[src/rtl/dma_pp_pkg.sv]
package dma_pp_pkg;
    localparam int LINE_W_DEF = 9;
    localparam int PORT_W_DEF = 4;

    typedef enum logic [1:0] {
        BUF_EMPTY = 2'd0,
        BUF_HOLD  = 2'd1,
        BUF_READY = 2'd2
    } buf_state_e;

    typedef enum logic [3:0] {
        OP_ABORT    = 4'd0,
        OP_RUN      = 4'd1,
        OP_HALT     = 4'd2,
        OP_ACCEPT0  = 4'd3,
        OP_ACCEPT1  = 4'd4,
        OP_DISCARD0 = 4'd5,
        OP_DISCARD1 = 4'd6,
        OP_PUSH0    = 4'd7,
        OP_PUSH1    = 4'd8
    } op_e;

    localparam logic [1:0] SEL_SRC  = 2'd0;
    localparam logic [1:0] SEL_DST  = 2'd1;
    localparam logic [1:0] SEL_CTRL = 2'd2;
endpackage

[src/rtl/dma_op_decode.sv]
module dma_op_decode
    import dma_pp_pkg::*;
(
    input  logic        we,
    input  logic [1:0]  sel,
    input  logic [31:0] wdata,
    output logic        op_valid,
    output logic [3:0]  op,
    output logic        op_bad,
    output logic        op_gate
);
    always_comb begin
        op_valid = we && (sel == SEL_CTRL);
        op       = wdata[3:0];
        op_gate  = wdata[4];
        op_bad   = op_valid && (wdata[3:0] > 4'd8);
    end
endmodule

[src/rtl/dma_line_walker.sv]
module dma_line_walker #(
    parameter int LINE_W = 9
) (
    input  logic              clk,
    input  logic              rst_n,
    input  logic              load,
    input  logic [LINE_W-1:0] start,
    input  logic              adv,
    input  logic [LINE_W-1:0] step,
    input  logic [LINE_W-1:0] last_idx,
    output logic [LINE_W-1:0] line,
    output logic              at_last
);
    logic [LINE_W-1:0] line_d, line_q;

    always_comb begin
        line_d = line_q;
        if (load)     line_d = start;
        else if (adv) line_d = line_q + step;
        at_last = ({1'b0, line_q} + {1'b0, step}) > {1'b0, last_idx};
    end

    always_ff @(posedge clk) begin
        if (!rst_n) line_q <= '0;
        else        line_q <= line_d;
    end

    assign line = line_q;
endmodule

[src/rtl/pingpong_dma_chan.sv]
module pingpong_dma_chan
    import dma_pp_pkg::*;
#(
    parameter int LINE_W = LINE_W_DEF,
    parameter int PORT_W = PORT_W_DEF
) (
    input  logic              clk,
    input  logic              rst_n,
    input  logic              cfg_we,
    input  logic [1:0]        cfg_sel,
    input  logic [31:0]       cfg_wdata,
    output logic [PORT_W-1:0] fill_port,
    output logic              fill_buf,
    output logic [LINE_W-1:0] fill_line,
    output logic              fill_ready,
    input  logic              fill_valid,
    input  logic              fill_eop,
    output logic [PORT_W-1:0] drain_port,
    output logic              drain_buf,
    output logic [LINE_W-1:0] drain_line,
    output logic              drain_valid,
    input  logic              drain_ready,
    output logic [3:0]        stat_flags,
    output logic [LINE_W-1:0] fill_last_line
);
    localparam int CNT_W  = LINE_W + 1;
    localparam int STEP_L = 0;
    localparam int LAST_L = LINE_W;
    localparam int BEG_L  = 2 * LINE_W;
    localparam int PORT_L = 3 * LINE_W;

    typedef struct packed {
        logic [PORT_W-1:0]      src_port;
        logic [LINE_W-1:0]      src_beg, src_last, src_step;
        logic [PORT_W-1:0]      dst_port;
        logic [LINE_W-1:0]      dst_beg, dst_last, dst_step;
        logic                   run, stopping, gate, err;
        logic                   fill_act, fill_ptr;
        logic [CNT_W-1:0]       fill_cnt;
        buf_state_e [1:0]       bstate;
        logic [1:0][CNT_W-1:0]  bcnt;
        logic                   drain_act, drain_push, drain_sel, drain_ptr;
        logic [CNT_W-1:0]       drain_beats;
        logic [LINE_W-1:0]      last_line;
    } chan_t;

    chan_t st_d, st_q;

    logic       op_valid, op_bad, op_gate;
    logic [3:0] op;
    logic       f_load, f_last, d_load, d_last;
    logic       fill_fire, fill_fin, drain_fire, drain_fin, busy;
    logic [LINE_W-1:0] f_line, d_line;

    dma_op_decode i_dec (
        .we(cfg_we), .sel(cfg_sel), .wdata(cfg_wdata),
        .op_valid(op_valid), .op(op), .op_bad(op_bad), .op_gate(op_gate)
    );

    dma_line_walker #(.LINE_W(LINE_W)) i_fill_walk (
        .clk(clk), .rst_n(rst_n), .load(f_load), .start(st_q.src_beg),
        .adv(fill_fire), .step(st_q.src_step), .last_idx(st_q.src_last),
        .line(f_line), .at_last(f_last)
    );

    dma_line_walker #(.LINE_W(LINE_W)) i_drain_walk (
        .clk(clk), .rst_n(rst_n), .load(d_load), .start(st_q.dst_beg),
        .adv(drain_fire), .step(st_q.dst_step), .last_idx(st_q.dst_last),
        .line(d_line), .at_last(d_last)
    );

    always_comb begin
        st_d   = st_q;
        f_load = 1'b0;
        d_load = 1'b0;
        busy   = st_q.run || st_q.fill_act || st_q.drain_act ||
                 (st_q.bstate[0] != BUF_EMPTY) || (st_q.bstate[1] != BUF_EMPTY);
        fill_fire  = st_q.fill_act && fill_valid;
        fill_fin   = fill_fire && (f_last || fill_eop);
        drain_fire = st_q.drain_act && drain_ready;
        drain_fin  = drain_fire && (st_q.drain_push ? d_last :
                     ((st_q.drain_beats + 1'b1) == st_q.bcnt[st_q.drain_sel]));

        if (cfg_we && cfg_sel == SEL_SRC) begin
            st_d.src_port = cfg_wdata[PORT_L +: PORT_W];
            st_d.src_beg  = cfg_wdata[BEG_L +: LINE_W];
            st_d.src_last = cfg_wdata[LAST_L +: LINE_W];
            st_d.src_step = cfg_wdata[STEP_L +: LINE_W];
        end
        if (cfg_we && cfg_sel == SEL_DST) begin
            st_d.dst_port = cfg_wdata[PORT_L +: PORT_W];
            st_d.dst_beg  = cfg_wdata[BEG_L +: LINE_W];
            st_d.dst_last = cfg_wdata[LAST_L +: LINE_W];
            st_d.dst_step = cfg_wdata[STEP_L +: LINE_W];
        end

        // fill sequencing
        if (fill_fire) st_d.fill_cnt = st_q.fill_cnt + 1'b1;
        if (fill_fin) begin
            st_d.fill_act = 1'b0;
            st_d.bstate[st_q.fill_ptr] = st_q.gate ? BUF_HOLD : BUF_READY;
            st_d.bcnt[st_q.fill_ptr]   = st_q.fill_cnt + 1'b1;
            st_d.last_line = f_line;
            st_d.fill_ptr  = ~st_q.fill_ptr;
        end else if (st_q.run && !st_q.fill_act && !st_q.stopping &&
                     st_q.bstate[st_q.fill_ptr] == BUF_EMPTY) begin
            st_d.fill_act = 1'b1;
            st_d.fill_cnt = '0;
            f_load = 1'b1;
        end
        if (st_q.run && st_q.stopping && !st_q.fill_act) begin
            st_d.run = 1'b0;
            st_d.stopping = 1'b0;
        end

        // drain sequencing
        if (drain_fire) st_d.drain_beats = st_q.drain_beats + 1'b1;
        if (drain_fin) begin
            st_d.drain_act  = 1'b0;
            st_d.drain_push = 1'b0;
            if (!st_q.drain_push) st_d.bstate[st_q.drain_sel] = BUF_EMPTY;
        end else if (!st_q.drain_act && st_q.bstate[st_q.drain_ptr] == BUF_READY) begin
            st_d.drain_act   = 1'b1;
            st_d.drain_sel   = st_q.drain_ptr;
            st_d.drain_beats = '0;
            d_load = 1'b1;
        end
        if (st_q.bstate[st_q.drain_ptr] == BUF_EMPTY)
            st_d.drain_ptr = (st_q.bstate[~st_q.drain_ptr] != BUF_EMPTY) ?
                             ~st_q.drain_ptr : st_q.fill_ptr;

        // host commands take precedence
        if (op_valid) begin
            case (op)
                OP_ABORT: begin
                    st_d.run = 1'b0;       st_d.stopping = 1'b0;
                    st_d.fill_act = 1'b0;  st_d.drain_act = 1'b0;
                    st_d.drain_push = 1'b0; st_d.err = 1'b0;
                    st_d.fill_ptr = 1'b0;  st_d.drain_ptr = 1'b0;
                    st_d.bstate = {BUF_EMPTY, BUF_EMPTY};
                    f_load = 1'b0;         d_load = 1'b0;
                end
                OP_RUN: begin
                    if (busy || st_q.dst_last != '0) st_d.err = 1'b1;
                    else begin
                        st_d.run = 1'b1;  st_d.stopping = 1'b0;
                        st_d.gate = op_gate;
                        st_d.fill_ptr = 1'b0; st_d.drain_ptr = 1'b0;
                    end
                end
                OP_HALT: begin
                    if (!st_q.run) st_d.err = 1'b1;
                    else           st_d.stopping = 1'b1;
                end
                OP_ACCEPT0, OP_ACCEPT1: begin
                    if (st_q.bstate[op == OP_ACCEPT1] == BUF_HOLD)
                        st_d.bstate[op == OP_ACCEPT1] = BUF_READY;
                    else st_d.err = 1'b1;
                end
                OP_DISCARD0, OP_DISCARD1: begin
                    if (st_q.bstate[op == OP_DISCARD1] == BUF_HOLD)
                        st_d.bstate[op == OP_DISCARD1] = BUF_EMPTY;
                    else st_d.err = 1'b1;
                end
                OP_PUSH0, OP_PUSH1: begin
                    if (busy) st_d.err = 1'b1;
                    else begin
                        st_d.drain_act   = 1'b1;
                        st_d.drain_push  = 1'b1;
                        st_d.drain_sel   = (op == OP_PUSH1);
                        st_d.drain_beats = '0;
                        d_load = 1'b1;
                    end
                end
                default: st_d.err = 1'b1;
            endcase
        end
    end

    always_ff @(posedge clk) begin
        if (!rst_n) st_q <= '0;
        else        st_q <= st_d;
    end

    assign fill_port      = st_q.src_port;
    assign fill_buf       = st_q.fill_ptr;
    assign fill_line      = f_line;
    assign fill_ready     = st_q.fill_act;
    assign drain_port     = st_q.dst_port;
    assign drain_buf      = st_q.drain_sel;
    assign drain_line     = d_line;
    assign drain_valid    = st_q.drain_act;
    assign fill_last_line = st_q.last_line;
    assign stat_flags     = {st_q.err, busy, st_q.bstate[1] != BUF_EMPTY,
                             st_q.bstate[0] != BUF_EMPTY};


    fill_drain_apart_chk: assert property (@(posedge clk) disable iff (!rst_n)
        (fill_ready && drain_valid) |-> (fill_buf != drain_buf));


    fill_into_empty_chk: assert property (@(posedge clk) disable iff (!rst_n)
        fill_ready |-> !stat_flags[fill_buf]);


    eop_ends_fill_chk: assert property (@(posedge clk) disable iff (!rst_n)
        (fill_ready && fill_valid && fill_eop) |=> !fill_ready);


    drain_hold_chk: assert property (@(posedge clk) disable iff (!rst_n)
        (drain_valid && !drain_ready && !(cfg_we && cfg_sel == SEL_CTRL))
        |=> (drain_valid && $stable(drain_line) && $stable(drain_buf)));


    bad_op_err_chk: assert property (@(posedge clk) disable iff (!rst_n)
        op_bad |=> stat_flags[3]);


    abort_idle_chk: assert property (@(posedge clk) disable iff (!rst_n)
        (op_valid && op == OP_ABORT) |=> (!fill_ready && !drain_valid && stat_flags == 4'd0));
endmodule

[config.mk]
export PLATFORM = sky130hd
export DESIGN_NAME = pingpong_dma_chan
export DESIGN_NICKNAME = d
export VERILOG_FILES = /design/src/rtl/dma_pp_pkg.sv /design/src/rtl/dma_op_decode.sv /design/src/rtl/dma_line_walker.sv /design/src/rtl/pingpong_dma_chan.sv
export SDC_FILE = /design/constraint.sdc
export NUM_CORES = 1
export LEC_CHECK = 0
export ABC_CLOCK_PERIOD_IN_PS = 10800
export BUFFER_PORTS_ARGS = -buffer_cell sky130_fd_sc_hd__buf_4
export CAP_MARGIN = 0
export CORE_MARGIN = 4
export CORE_UTILIZATION = 35
export CTS_CLUSTER_SIZE = 20
export DETAILED_ROUTE_END_ITERATION = 6
export GPL_ROUTABILITY_DRIVEN = 0
export REMOVE_ABC_BUFFERS = 1
export SKIP_LAST_GASP = 1
export SYNTH_ARGS = -nofsm -noshare
export SYNTH_HDL_FRONTEND = slang
export SYNTH_HIERARCHICAL = 1
export SYNTH_SLANG_ARGS = --single-unit
export TNS_END_PERCENT = 100
[constraint.sdc]
create_clock -name clk -period 10.8 [get_ports clk]
set_input_delay 3.24 -clock clk [delete_from_list [all_inputs] [get_ports clk]]
set_output_delay 3.24 -clock clk [all_outputs]
set_load 0.02 [all_outputs]
==> flow_metrics.env, run 1 <==
export IMPL_status="completed"
export IMPL_tightest_slew_ns=1.12
export IMPL_fp_dieH_um=155
export IMPL_cts_num_sinks=143
export IMPL_fin_nets=1060
export IMPL_tritoncts="yes"
export IMPL_cpLargestDelayFamily="buffers and inverters"
export IMPL_clk_latency_ns=0.43
export IMPL_synth_warnings=6
export IMPL_drive_above_1_share_pct=13.6
export IMPL_vias=6481
export IMPL_drc=0
export IMPL_grt_pass1_vias=5990
export IMPL_root_buffer="clkbuf_16"
export IMPL_finalMaxSlewViolations=0
export IMPL_avgSynthCellArea_um2=8.03
export IMPL_leakagePower_uw=0.00343
export IMPL_cts_hold_buf=0
export IMPL_p_comb_share_pct=7.3
export IMPL_num_io_pins=83
export IMPL_io_buffers=81
export IMPL_fmax_mhz=190
export IMPL_grt_max_degree=67
export IMPL_routed_wl_um=19600
export IMPL_cts_htree_levels=4
export IMPL_post_place_cells=1234
export IMPL_grt_pass1_wl_um=31500
export IMPL_whs_ns=0.451
export IMPL_p_total_uw=1230
export IMPL_gr_total_overflow=0
export IMPL_max_stage_delay_ns=0.74
export IMPL_min_period_over_period_pct=48.8
export IMPL_crit_path_cell_trace="buf_4, nand2_1, inv_2, o21ai_1, inv_1, ha_1, mux2i_1, nor2_1"
export IMPL_worst_path_buf_inv=3
export IMPL_coreArea_um2=21200
export IMPL_critPathKind="in2reg"
export IMPL_setup_viol=0
export IMPL_slew_headroom_pct=25.1
export IMPL_start_util_pct=35.9
export IMPL_pre_cts_ws_ns=5.08
export IMPL_instances_no_fill=1265
export IMPL_peakVddDrop_mv=0.101
export IMPL_rows=53
export IMPL_cts_resized=0
export IMPL_tns_ns=0
export IMPL_antenna_cells=0
export IMPL_vias_per_cell=5.12
export IMPL_hold_path_class="reg2reg"
export IMPL_hold_viol=0
export IMPL_syn_inst=945
export IMPL_slowest_stage="ha_1"
export IMPL_p_sw_uw=286
export IMPL_powerDensity_nw_per_um2=139
export IMPL_die_area_um2=24100
export IMPL_dpl_hpwl_um=14100
export IMPL_skew_ns=0.0164
export IMPL_antenna_found_initial=0
export IMPL_cts_made_buffers=17
export IMPL_clockBufferDepth=2
export IMPL_clockPowerShare_pct=48.5
export IMPL_required_ns=11.09
export IMPL_p_int_uw=940
export IMPL_grt_usage_pct=16.2
export IMPL_synth_cell_area_um2=7590
export IMPL_path_max_fanout=19
export IMPL_end_kind="flip-flop"
export IMPL_ant_nets=0
export IMPL_critPathLaunchType="input port"
export IMPL_critical_path_arrival_ns=5.56
export IMPL_first_iter_violations=386
export IMPL_drtPass1Iterations=5
export IMPL_die_w_um=155
export IMPL_path_clk_slew_ns=0.06
export IMPL_maxCapViolCount=0
export IMPL_p_seq_share_pct=44.2
export IMPL_wl_per_cell_um=15.5
export IMPL_fin_ws_ns=5.53
export IMPL_cts_setup_buffers=0
export IMPL_reg2reg_slack_ns=6.12
export IMPL_swShare_pct=23.3
export IMPL_fin_crit_ns=5.27
export IMPL_rsz0062_at_grt="no"
export IMPL_area_growth_synth_to_final_pct=16.0
## metrics by stage
stage,cell area [um^2],utilization [%]
5_1_grt,8800,41.6
3_5_place_dp,8210,38.8
4_1_cts,8800,41.6
6_report,8800,41.6
3_3_place_gp,8210,38.8
2_1_floorplan,7210,-
## metal layers
metal / global-route usage [%] / up-vias / wire length (um) / share of wire [%]
li1: - / 3294 / - / -
met1: 23.1 / 3031 / 9750 / 50
met2: 25.4 / 137 / 8810 / 45
met3: 3.09 / 19 / 805 / 4.1
met4: 4.25 / 0 / 223 / 1.1
met5: 0 / - / 0 / 0
## area by class of cell
class,instances,area [um^2]
fill,2150,12400
multi-input combinational,689,4200
sequential,143,2860
timing repair buffer,87,653
clock buffer,22,454
tap,275,344
inverter,40,150
clock inverter,9,136
## cell usage in the layout, fill, tap and decap left out, types with 3 or more instances in the layout
| cell | instances |
|---|---|
| nor2_1 | 86 |
| xnor2_1 | 26 |
| a211oi_1 | 25 |
| nand4_1 | 9 |
| nand3_1 | 17 |
| nand2b_1 | 4 |
| nor4_1 | 4 |
| clkbuf_16 | 17 |
| nor3b_1 | 6 |
| a211o_1 | 3 |
| bufinv_16 | 3 |
| o22ai_1 | 3 |
| nor3_1 | 14 |
| and2_1 | 3 |
| a211oi_2 | 3 |
| clkbuf_1 | 4 |
| a21o_1 | 12 |
| dfxtp_1 | 143 |
| o21ai_1 | 4 |
| o211ai_1 | 9 |
| clkinv_4 | 3 |
| and3_1 | 7 |
| a31oi_1 | 6 |
| ha_1 | 40 |
| a21oi_1 | 111 |
| mux2i_1 | 24 |
| buf_4 | 87 |
| xor2_1 | 25 |
| inv_1 | 36 |
| nand2_1 | 178 |
| o21ai_0 | 15 |
| nand4b_1 | 4 |
| o211a_1 | 3 |
| nor2b_1 | 7 |
## tightest hold or removal path, delay by kind of cell, from the launching register on
kind             cells  cell delay [ns]
AND/OR/NAND/NOR      1             0.05
AO/OA/AOI/OAI        1             0.05
flip-flops           1             0.30
## path summary, 6_finish.rpt
| path | start | endpoint | cells after the start |
|---|---|---|---|
| max | fill_valid | flip-flop | 8 |
| min | st_q[117] | st_q[117] | 2 |
| max reg2reg | i_fill_walk/line[0] | flip-flop | 17 |
| min reg2reg | st_q[117] | st_q[117] | 2 |
## power by group through the flow
| stage | combinational, uW | clock (uW) | sequential [uW] |
|---|---|---|---|
| floorplan | 50.2 | 0 | 554 |
| global placement | 88.4 | 0 | 554 |
| detailed placement | 88.9 | 0 | 554 |
| CTS | 89.4 | 610 | 542 |
| global route | 98.9 | 632 | 543 |
| finish | 89.0 | 595 | 542 |
Note: power is estimated with default switching activity, not from simulation.
==> run 2, diff against run 1 <==
--- a/config.mk
+++ b/config.mk
@@ -5,7 +5,7 @@
 export SDC_FILE = /design/constraint.sdc
 export NUM_CORES = 1
 export LEC_CHECK = 0
-export ABC_CLOCK_PERIOD_IN_PS = 10800
+export ABC_CLOCK_PERIOD_IN_PS = 4700
 export BUFFER_PORTS_ARGS = -buffer_cell sky130_fd_sc_hd__buf_4
 export CAP_MARGIN = 0
 export CORE_MARGIN = 4
==> constraint.sdc (replaced) <==
create_clock -name clk -period 4.7 [get_ports clk]
set_input_delay 1.41 -clock clk [delete_from_list [all_inputs] [get_ports clk]]
set_output_delay 1.41 -clock clk [all_outputs]
set_load 0.02 [all_outputs]
==> run 2 against run 1 <==
Sequential share of layout area fell by 0.20 points. Routed wire length up 0.57%. Die area did not move. First-iteration DRC count rose by 3.1%. Combinational power is 130% higher. Register-to-register slack lost 5.7 ns. Cell area up 0.61%. Non-clock buffer count grew 4. Setup slack worse by 5.1 ns. Critical path depth rose by 8. Largest cell class unchanged. Highest routed layer unchanged.
==> flow_metrics.env, run 2 (synthesized netlist as in run 1, its figures left out) <==
export IMPL_fin_nets=1064
export IMPL_skew_ns=0.0123
export IMPL_grt_max_degree=43
export IMPL_vias_per_cell=5.06
export IMPL_routed_wl_um=19700
export IMPL_final_cell_mix="nand2_1, dfxtp_1, a21oi_1, buf_4, nor2_1"
export IMPL_rsz0062_at_grt="no"
export IMPL_peakVddDrop_mv=0.237
export IMPL_fmax_mhz=233
export IMPL_min_to="st_q[87]"
export IMPL_start_util_pct=35.9
export IMPL_cts_num_sinks=143
export IMPL_first_iter_violations=398
export IMPL_grt_pass1_vias=6055
export IMPL_dpl_hpwl_um=14300
export IMPL_cts_setup_buffers=0
export IMPL_end_kind="flip-flop"
export IMPL_clockBufferDepth=2
export IMPL_finalMaxSlewViolations=0
export IMPL_clk_latency_ns=0.42
export IMPL_min_period_over_period_pct=91.3
export IMPL_area_growth_synth_to_final_pct=16.7
export IMPL_whs_ns=0.453
export IMPL_required_ns=4.99
export IMPL_hold_path_class="reg2reg"
export IMPL_drtPass1Iterations=6
export IMPL_root_buffer="clkbuf_16"
export IMPL_seq_area_um2=2860
export IMPL_cts_made_buffers=17
export IMPL_cts_hold_buf=0
export IMPL_grt_pass1_wl_um=31800
export IMPL_hold_viol=0
export IMPL_coreArea_um2=21200
export IMPL_whs_path_depth=2
export IMPL_layout_commonest_cell="nand2_1"
export IMPL_critPathLaunchType="flip-flop"
export IMPL_wl_per_cell_um=15.5
export IMPL_reg2reg_slack_ns=0.41
export IMPL_tritoncts="yes"
export IMPL_tns_ns=0
export IMPL_critPathKind="reg2reg"
export IMPL_io_buffers=81
export IMPL_slew_headroom_pct=19.3
export IMPL_r2r_start="i_fill_walk/line[0]"
export IMPL_antenna_found_initial=0
export IMPL_path_max_fanout=19
export IMPL_pre_cts_ws_ns=0.403
export IMPL_rr_worst_depth=16
export IMPL_gr_total_overflow=0
export IMPL_ant_nets=0
export IMPL_cts_resized=0
export IMPL_num_io_pins=83
export IMPL_nFillCells=2126
export IMPL_status="completed"
export IMPL_drive_above_1_share_pct=14.5
export IMPL_critical_path_arrival_ns=4.58
export IMPL_fin_ws_ns=0.410
export IMPL_die_area_um2=24100
export IMPL_setup_viol=0
export IMPL_die_w_um=155
export IMPL_maxCapViolCount=0
export IMPL_powerDensity_nw_per_um2=322
export IMPL_tightest_slew_ns=1.21
export IMPL_rows=53
export IMPL_fp_dieH_um=155
export IMPL_multi_input_area_um2=4200
export IMPL_drc=0
export IMPL_hp_start="st_q[87]"
export IMPL_fin_crit_ns=4.29
export IMPL_leakagePower_uw=0.00346
export IMPL_cts_htree_levels=4
export IMPL_grt_usage_pct=16.3
export IMPL_antenna_cells=0
export IMPL_path_clk_slew_ns=0.06
export IMPL_vias=6422
## run 2: worst max-delay path, cell delays in order, from the launching register on
cell and delay (ns):
dfxtp_1 0.34, ha_1 0.24, fa_1 0.44, a211oi_1 0.26, o21ai_1 0.15, a31oi_1 0.23, xnor2_1 0.18, inv_1 0.08
ha_1 0.31, a211o_1 0.31, a2111oi_4 0.32, o22ai_1 0.13, o21ai_1 0.22, inv_1 0.19, ha_1 0.45, mux2i_1 0.24
nor2_1 0.05
## run 2: power breakdown
group | leakage [uW] | switching, uW | internal, uW | total, uW
sequential | 0.00116 | 14.0 | 1230 | 1250
clock | 0.000291 | 536 | 863 | 1400
combinational | 0.00202 | 124 | 82.2 | 206
## run 2: how the worst max path moves through the flow
stage,startpoint,to,slack [ns],cells past startpoint
detailed placement,i_fill_walk/line[0],flip-flop,0.40,16
CTS,i_fill_walk/line[0],flip-flop,0.34,16
global placement,i_fill_walk/line[0],flip-flop,0.40,16
floorplan,i_fill_walk/line[0],flip-flop,0.01,16
global route,i_fill_walk/line[0],flip-flop,0.04,17
finish,i_fill_walk/line[0],flip-flop,0.41,16
## run 2: through the flow
step	util, %	std cells	cell area, um^2	power [uW]
after floorplan	-	872	7210	1390
after detailed placement	39.0	1238	8240	1480
after CTS	41.9	1270	8860	2880
after global placement	39.0	1238	8240	1480
final	41.9	1270	8860	2850
after global routing	41.9	1270	8860	2950
## run 2: metal layers
layer / vias up / global-route usage (%) / part of all wire (%) / routed length, um
li1: 3304 / - / - / -
met1: 2976 / 23.5 / 50 / 9920
met2: 123 / 24.9 / 44 / 8650
met3: 19 / 2.75 / 3.9 / 760
met4: 0 / 5.25 / 1.9 / 369
met5: - / 0 / 0 / 0
## run 2: final cells by class
type / count / share of cell area [%]
multi-input cells: 689 / 47.4
flip-flops and latches: 143 / 32.3
repair buffers: 91 / 7.71
clock buffers: 19 / 5.11
well taps: 275 / 3.89
clock inverters: 13 / 1.82
inverters: 40 / 1.70
==> run 3, diff against run 2 <==
--- a/config.mk
+++ b/config.mk
@@ -8,7 +8,7 @@
 export ABC_CLOCK_PERIOD_IN_PS = 4700
 export BUFFER_PORTS_ARGS = -buffer_cell sky130_fd_sc_hd__buf_4
 export CAP_MARGIN = 0
-export CORE_MARGIN = 4
+export CORE_MARGIN = 2
 export CORE_UTILIZATION = 35
 export CTS_CLUSTER_SIZE = 20
 export DETAILED_ROUTE_END_ITERATION = 6
==> run 3 against run 2 <==
Hold slack improved by 0.0017 ns. Routed wire length decreased by 2.3%. Clock skew decreased by 0.0030 ns. Sequential share of layout area increased by 0.16 points. Final cell count about the same. First-iteration DRC count decreased by 1.0%. Sequential cell count unchanged. Count of clock-buffer cells in the layout increased by 1. Combinational power about the same. Via count about the same.
==> flow_metrics.env, run 3 (synthesized netlist as in run 1, its figures left out) <==
export IMPL_critPathKind="reg2reg"
export IMPL_fin_nets=1063
export IMPL_fin_ws_ns=0.448
export IMPL_required_ns=5.03
export IMPL_routed_wl_um=19200
export IMPL_critical_path_arrival_ns=4.58
export IMPL_tritoncts="yes"
export IMPL_final_cell_mix="nand2_1, dfxtp_1, a21oi_1, buf_4, nor2_1"
export IMPL_ant_nets=0
export IMPL_nFillCells=2121
export IMPL_rsz0062_at_grt="no"
export IMPL_cts_made_buffers=17
export IMPL_min_period_over_period_pct=90.5
export IMPL_cts_resized=0
export IMPL_path_max_fanout=19
export IMPL_slowest_stage="ha_1"
export IMPL_pre_cts_ws_ns=0.425
export IMPL_crit_path_cell_trace="ha_1, fa_1, a211oi_1, o21ai_1, a31oi_1, xnor2_1, inv_1, ha_1, a211o_1, a31oi_1, a41o_2, o22ai_1, o21ai_1, inv_1, ha_1, nor2_1, a211oi_1"
export IMPL_skew_ns=0.00930
export IMPL_peakVddDrop_mv=0.259
export IMPL_p_comb_share_pct=7.6
export IMPL_dpl_hpwl_um=14100
export IMPL_clockPowerShare_pct=47.0
export IMPL_drive_above_1_share_pct=14.3
export IMPL_fp_dieH_um=151
export IMPL_hold_path_class="reg2reg"
export IMPL_die_area_um2=22900
export IMPL_wl_per_cell_um=15.2
export IMPL_end_kind="flip-flop"
export IMPL_coreArea_um2=21200
export IMPL_die_w_um=151
export IMPL_fmax_mhz=235
export IMPL_layout_commonest_cell="nand2_1"
export IMPL_grt_usage_pct=17.4
export IMPL_finalMaxSlewViolations=0
export IMPL_area_growth_synth_to_final_pct=16.2
export IMPL_setup_viol=0
export IMPL_p_int_uw=2070
export IMPL_drtPass1Iterations=4
export IMPL_maxCapViolCount=0
export IMPL_cts_setup_buffers=0
export IMPL_p_sw_uw=672
export IMPL_status="completed"
export IMPL_clk_latency_ns=0.42
export IMPL_cts_hold_buf=0
export IMPL_start_util_pct=35.9
export IMPL_grt_pass1_wl_um=31200
export IMPL_grt_pass1_vias=6054
export IMPL_powerDensity_nw_per_um2=311
export IMPL_cts_num_sinks=143
export IMPL_clockBufferDepth=2
export IMPL_cts_htree_levels=4
export IMPL_multi_input_area_um2=4200
export IMPL_grt_max_degree=49
export IMPL_swShare_pct=24.5
export IMPL_antenna_found_initial=0
export IMPL_io_buffers=81
export IMPL_slew_headroom_pct=21.5
export IMPL_seq_area_um2=2860
export IMPL_rows=53
export IMPL_p_seq_share_pct=45.4
export IMPL_tightest_slew_ns=1.18
export IMPL_tns_ns=0
export IMPL_gr_total_overflow=0
export IMPL_antenna_cells=0
export IMPL_leakagePower_uw=0.00344
export IMPL_fin_crit_ns=4.25
export IMPL_num_io_pins=83
export IMPL_vias=6423
export IMPL_crit_top_cell="ha_1"
export IMPL_critPathLaunchType="flip-flop"
export IMPL_vias_per_cell=5.06
export IMPL_drc=0
export IMPL_hold_viol=0
export IMPL_max_stage_delay_ns=0.64
export IMPL_first_iter_violations=394
export IMPL_root_buffer="clkbuf_16"
export IMPL_path_clk_slew_ns=0.06
-- run 3: final timing paths --
kind | to | slack, ns | start | depth (start not counted)
setup / recovery | flip-flop | 0.45 | i_fill_walk/line[0] | 17
hold reg to reg | fill_last_line[2] | 0.45 | fill_last_line[2] | 2
setup reg to reg | flip-flop | 0.45 | i_fill_walk/line[0] | 17
hold / removal | fill_last_line[2] | 0.45 | fill_last_line[2] | 2
-- run 3: cell type report --
class,instances,area share [%]
clock buffer,20,5.18
sequential,143,32.5
timing repair buffer,90,7.81
clock inverter,12,1.25
tap,275,3.90
multi-input combinational,689,47.7
inverter,40,1.70
-- run 3: critical path, delay by kind of cell, from the launching register on --
family                     cells  cell delay, ns
buffers and inverters          2            0.29
and+or+nand+nor                1            0.11
adders and majority gates      4            1.63
xor gates and xnor gates       1            0.18
DFF                            1            0.35
AOI/OAI and AO/OA              9            1.61
-- run 3: layer usage --
| layer | wire length [um] | global-route usage, % | vias up | part of all wire, % |
|---|---|---|---|---|
| li1 | - | - | 3308 | - |
| met1 | 9620 | 25.1 | 2958 | 50 |
| met2 | 8550 | 26.6 | 141 | 44 |
| met3 | 862 | 3.25 | 16 | 4.5 |
| met4 | 214 | 4.25 | 0 | 1.1 |
| met5 | 0 | 0 | - | 0 |
-- run 3: power by group through the flow --
stage	logic, uW	clock network [uW]	registers [uW]
5_1_grt	229	1370	1250
3_5_place_dp	206	0	1270
6_report	207	1290	1250
3_3_place_gp	205	0	1270
4_1_cts	207	1320	1250
2_1_floorplan	115	0	1270
-- run 3: per-stage QoR --
step                      hold slack (ns)  power (uW)  util [%]  cell area [um^2]  cells
after global routing                0.476        2850      41.7              8810   1269
final                               0.454        2740      41.7              8810   1269
after global placement              0.443        1480      39.0              8250   1237
after detailed placement            0.446        1480      39.0              8250   1237
after floorplan                     0.432        1390         -              7210    872
after CTS                           0.454        2770      41.7              8810   1269
